$ cat config.mk
export PLATFORM = sky130hd
export DESIGN_NAME = mbxDoorbell
export DESIGN_NICKNAME = d
export VERILOG_FILES = /design/src/rtl/mbxDoorbellPkg.sv /design/src/rtl/mbxCtrl.sv /design/src/rtl/mbxData.sv /design/src/rtl/mbxDoorbell.sv
export SDC_FILE = /design/constraint.sdc
export NUM_CORES = 1
export LEC_CHECK = 0
export ABC_CLOCK_PERIOD_IN_PS = 2400
export BUFFER_PORTS_ARGS = -buffer_cell sky130_fd_sc_hd__buf_4
export CAP_MARGIN = 20
export CORE_ASPECT_RATIO = 2
export CORE_MARGIN = 3
export CORE_UTILIZATION = 40
export DETAILED_ROUTE_END_ITERATION = 8
export PLACE_DENSITY = 0.68
export SYNTH_ARGS = -nofsm -noshare
export SYNTH_HDL_FRONTEND = slang
export SYNTH_HIERARCHICAL = 1
export SYNTH_SLANG_ARGS = --single-unit
$ cat constraint.sdc
create_clock -name clk -period 2.4 [get_ports clk]
set_input_delay 0.24 -clock clk [delete_from_list [all_inputs] [get_ports clk]]
set_output_delay 0.24 -clock clk [all_outputs]
set_load 0.02 [all_outputs]
$ cat src/rtl/mbxDoorbellPkg.sv
package mbxDoorbellPkg;
  typedef struct packed {
    logic loadHi;
    logic loadLo;
    logic setErr;
  } mbxStrobe_t;

  typedef enum logic [1:0] {
    ST_IDLE,
    ST_ACK,
    ST_LAUNCH,
    ST_WAIT
  } mbxState_t;
endpackage

$ cat src/rtl/mbxCtrl.sv
module mbxCtrl
  import mbxDoorbellPkg::*;
#(
  parameter int ACK_CYCLES = 2
) (
  input  logic       clk,
  input  logic       rstN,
  input  logic       wrHit,
  input  logic       selHi,
  input  logic       hiPending,
  input  logic       cmdDone,
  output mbxStrobe_t strobe,
  output logic       ready,
  output logic       startPulse
);
  localparam int CNT_W = $clog2(ACK_CYCLES + 1);

  mbxState_t state;
  logic [CNT_W-1:0] ackCnt;

  always_comb begin
    strobe = '0;
    if (wrHit) begin
      if (state != ST_IDLE) strobe.setErr = 1'b1;
      else if (selHi)       strobe.loadHi = 1'b1;
      else if (hiPending)   strobe.loadLo = 1'b1;
      else                  strobe.setErr = 1'b1;
    end
  end

  always_ff @(posedge clk) begin
    if (!rstN) begin
      state  <= ST_IDLE;
      ackCnt <= '0;
    end else begin
      unique case (state)
        ST_IDLE: begin
          if (strobe.loadHi) begin
            state  <= ST_ACK;
            ackCnt <= CNT_W'(ACK_CYCLES - 1);
          end else if (strobe.loadLo) begin
            state <= ST_LAUNCH;
          end
        end
        ST_ACK: begin
          if (ackCnt == '0) state <= ST_IDLE;
          else              ackCnt <= ackCnt - 1'b1;
        end
        ST_LAUNCH: state <= ST_WAIT;
        ST_WAIT:   if (cmdDone) state <= ST_IDLE;
        default:   state <= ST_IDLE;
      endcase
    end
  end

  assign ready      = (state == ST_IDLE);
  assign startPulse = (state == ST_LAUNCH);


  start_single_chk: assert property (@(posedge clk) disable iff (!rstN)
    startPulse |=> !startPulse);

  start_not_ready_chk: assert property (@(posedge clk) disable iff (!rstN)
    startPulse |-> !ready);

  orphan_lo_idle_chk: assert property (@(posedge clk) disable iff (!rstN)
    (ready && wrHit && !selHi && !hiPending) |=> (ready && !startPulse));

  wait_hold_chk: assert property (@(posedge clk) disable iff (!rstN)
    (state == ST_WAIT && !cmdDone) |=> !ready);
endmodule

$ cat src/rtl/mbxData.sv
module mbxData
  import mbxDoorbellPkg::*;
#(
  parameter int DATA_W = 32
) (
  input  logic                    clk,
  input  logic                    rstN,
  input  mbxStrobe_t              strobe,
  input  logic [DATA_W-1:0]       wrData,
  output logic                    hiPending,
  output logic                    errFlag,
  output logic [2*(DATA_W-2)-1:0] mbxAddr
);
  localparam int FRAG_W = DATA_W - 2;

  logic [FRAG_W-1:0] hiFrag;
  logic              unusedRdyBit;

  assign unusedRdyBit = wrData[0];

  always_ff @(posedge clk) begin
    if (!rstN) begin
      hiFrag    <= '0;
      hiPending <= 1'b0;
      errFlag   <= 1'b0;
      mbxAddr   <= '0;
    end else begin
      if (strobe.loadHi) begin
        hiFrag    <= wrData[DATA_W-1:2];
        hiPending <= 1'b1;
      end else if (strobe.loadLo) begin
        mbxAddr   <= {hiFrag, wrData[DATA_W-1:2]};
        hiPending <= 1'b0;
      end
      if (strobe.setErr) errFlag <= 1'b1;
    end
  end


  lo_needs_hi_chk: assert property (@(posedge clk) disable iff (!rstN)
    strobe.loadLo |-> hiPending);

  err_sticky_chk: assert property (@(posedge clk) disable iff (!rstN)
    errFlag |=> errFlag);

  err_keeps_addr_chk: assert property (@(posedge clk) disable iff (!rstN)
    (strobe.setErr && !strobe.loadLo) |=> $stable(mbxAddr));

  hi_sets_pending_chk: assert property (@(posedge clk) disable iff (!rstN)
    strobe.loadHi |=> hiPending);
endmodule

$ cat src/rtl/mbxDoorbell.sv
module mbxDoorbell
  import mbxDoorbellPkg::*;
#(
  parameter int              DATA_W     = 32,
  parameter int              ADDR_W     = 12,
  parameter logic [11:0]     DB_OFFSET  = 12'h160,
  parameter int              ACK_CYCLES = 2
) (
  input  logic                    clk,
  input  logic                    rstN,
  input  logic                    wrEn,
  input  logic [ADDR_W-1:0]       wrAddr,
  input  logic [DATA_W-1:0]       wrData,
  input  logic [ADDR_W-1:0]       rdAddr,
  output logic [DATA_W-1:0]       rdData,
  output logic                    startPulse,
  output logic [2*(DATA_W-2)-1:0] mbxAddr,
  input  logic                    cmdDone,
  output logic                    protoErr
);
  localparam logic [ADDR_W-1:0] OFS = ADDR_W'(DB_OFFSET);

  mbxStrobe_t strobe;
  logic       wrHit;
  logic       ready;
  logic       hiPending;

  assign wrHit = wrEn && (wrAddr == OFS);

  mbxCtrl #(.ACK_CYCLES(ACK_CYCLES)) ctrl (
    .clk(clk), .rstN(rstN), .wrHit(wrHit), .selHi(wrData[1]),
    .hiPending(hiPending), .cmdDone(cmdDone), .strobe(strobe),
    .ready(ready), .startPulse(startPulse)
  );

  mbxData #(.DATA_W(DATA_W)) data (
    .clk(clk), .rstN(rstN), .strobe(strobe), .wrData(wrData),
    .hiPending(hiPending), .errFlag(protoErr), .mbxAddr(mbxAddr)
  );

  always_comb begin
    rdData = '0;
    if (rdAddr == OFS) rdData = {{(DATA_W-2){1'b0}}, hiPending, ready};
  end
endmodule

==> impl_metrics.ini <==
[routing]
num_vias = 3160
drt_iter0_drc = 114
wl_per_cell_um = 12.48
drt_pre_antenna_iters = 4
viasPerCell = 4.580
route.detailed.drc = 0
drt.antenna.violating_nets = 0
wl_mm = 8.608

[setup_path]
startpoint_type = register
cp-end-kind = output pin
rr_startpoint = ctrl/state[0]
crit_arrival_ns = 1.82
crit_type = reg2out
cpPeakStageDelay_ns = 0.42
required_ns = 2.16
crit_slowest_cell = dfxtp_1
worstPathMaxFanout = 10
worstRegToRegCells = 5
crit_start = ctrl/state[0]
r2r-end = data/mbxAddr[42]
worstPathCellList = nor2_1 > or4bb_1 > nor4_1 > buf_4
regToRegSetupSlack_ns = 0.46

[pwr]
vdd_drop_max_mv = 0.4233
p_int_mw = 2.489
p_per_area_nw_per_um2 = 598.1
seq_power_share = 0.499
p_leak_nw = 2.078
power.share.combinational = 0.059
clkPwrFrac = 0.442
switchingPower_mw = 0.7045
p_sw_frac = 0.2206

[run_status]
status = finished, final reports clean

[grt]
track_usage = 0.1473
antenna_found_initial = 0
grt_max_degree = 80
grt_pass1_wl_mm = 14.35
grt_use_met3 = 0.04088
grt-busiest-layer = met2
grt_use_met2 = 0.2623
grt_overflow_total = 0
grt_pass1_vias = 3149
grt_util_met1 = 0.1561

[layout]
fin_nets = 611
diodes = 0
drive_gt1_frac = 0.2667
stdcell_count = 690
syn_to_final_growth_pct = 25.28
fillers = 1025

[clock_network]
cts.path.max_buffers = 2
cts_setup_buffers = 0
insertion_delay_ns = 0.34
cts.htree.levels = 3
clkSinkCount = 96
postCtsHoldBufs = 0
cts_inserted_buffers = 9
clkTransAtPathRegs_ns = 0.07
cts_root_buffer = clkbuf_16
cts_tree = yes
ctsResizeCount = 0

[sta]
hold_viol = 0
finalCritPeriodShare = 0.8578
setup_viol = 0
drv_slew = 0
rsz0062_at_grt = false
max_freq_mhz = 485.7
layout_min_cycle_time_ns = 2.059
worst_pin_slew_ns = 0.6036
tns_ns = 0
slew_headroom = 0.5976
finClkSkew_ns = 0.01120
holdWs_ns = 0.1574

[synth]
synthFlopType = dfxtp_1
synthTopCellsByCount = nand2_1, dfxtp_1, mux2i_1
synth.top_cell.area_share = 0.4510
ys_types = 35
seq_area_frac_synth = 0.4510
async_flop_share = 0
synth_top_area_cell = dfxtp_1
synth_edf_count = 0
ys_ff_latch = 96
avgSynthCellArea_sq_um = 9.663
synthTopCellsByArea = dfxtp_1, mux2i_1, nand2_1, buf_4, nor2b_1
synth_area_sq_um = 4262
synth_warnings = 6
yosysMostFrequentCell = nand2_1
synth_cells = 441

[floorplanning]
die_height_um = 152.0
ioPinCount = 154
die_area_sq_um = 12000
die_width_um = 78.99
core_sq_um = 10280
start_util = 0.4146
rows = 52

[place]
port_buffers = 122
finalWeightedCongestion = 0.7730
dp_hpwl_mm = 6.381
dp.cells = 674

[worst_hold_path]
worstHoldStart = wrData[23]
min_path_type = in2reg
hold_end = data/mbxAddr[21]
whs_path_depth = 3

[run]
maxCapViolations = 0
-- layout by cell type (no fill, tap or decap), types with 2 or more instances in the layout --
cell type and instances:
buf_4 126, nand2_1 125, dfxtp_1 96, mux2i_1 90, nor2b_1 31, conb_1 30, clkbuf_16 9, nor2_1 4
inv_1 4, a21oi_1 4, nand4bb_1 2, nor4_1 2, nor4bb_1 2, clkinv_2 2, inv_6 2, o21ai_0 2
o21a_1 2, buf_12 2
-- flip-flops by register name, indices dropped and copies added (netlist names) --
signal          cells
ctrl/state          2
data/hiFrag        30
data/mbxAddr       60
data/hiPending      1
ctrl/ackCnt         2
data/errFlag        1
-- per-stage QoR --
step,worst slack [ns],total power [mW],utilization,area (sq um)
after detailed placement,0.1864,1.818,0.4906,5044
after global placement,0.2954,1.816,0.4906,5044
final,0.3412,3.193,0.5194,5339
after floorplan,0.5724,1.768,-,4370
after CTS,0.3330,3.241,0.5194,5339
after global routing,0.2467,3.311,0.5194,5339
-- power groups by stage --
stage | sequential [mW] | clock, mW | combinational [mW]
6_report | 1.59 | 1.41 | 0.189
5_1_grt | 1.59 | 1.51 | 0.209
4_1_cts | 1.59 | 1.46 | 0.190
3_5_place_dp | 1.63 | 0 | 0.190
3_3_place_gp | 1.63 | 0 | 0.187
2_1_floorplan | 1.63 | 0 | 0.139
-- worst max-delay path: cells and delay by family (launching register included) --
kind | cells | cell delay [ns]
buf+inv | 1 | 0.19
flops | 1 | 0.42
simple gates | 3 | 0.87
-- logic make-up (layout without fill, tap and decap cells) --
family,count (synthesis),after routing,share of synthesized area
buffers and inverters,63,148,0.1177
adders and majority gates,1,1,0.002936
muxes,90,90,0.2114
other,1,30,0.0008800
and+or+nand+nor,177,177,0.1961
AOI/OAI and AO/OA,13,13,0.01997
DFF,96,96,0.4510
-- layout make-up --
type / instances / area [sq um] / share of cell area
Tap cell: 135 / 168.9 / 0.03164
Timing Repair Buffer: 128 / 985.9 / 0.1847
Clock buffer: 10 / 229.0 / 0.04289
Inverter: 4 / 15.01 / 0.002812
Multi-Input combinational cell: 311 / 1952 / 0.3656
Sequential cell: 96 / 1922 / 0.3600
Clock inverter: 6 / 66.31 / 0.01242
-- worst max path at each step --
| stage | slack [ns] | endpoint | depth (start not counted) |
|---|---|---|---|
| after CTS | 0.33 | rdData[0] | 4 |
| after detailed placement | 0.19 | data/mbxAddr[18] | 7 |
| after global placement | 0.30 | data/mbxAddr[44] | 7 |
| final | 0.34 | rdData[0] | 4 |
| after floorplan | 0.57 | rdData[0] | 4 |
| after global routing | 0.25 | rdData[0] | 4 |
-- routing by layer --
layer / up-vias / wire length (um)
met3: 16 / 562
met4: 0 / 229
li1: 1598 / -
met2: 109 / 4553
met5: - / 0
met1: 1437 / 3262
(Power assumes the default switching activity.)
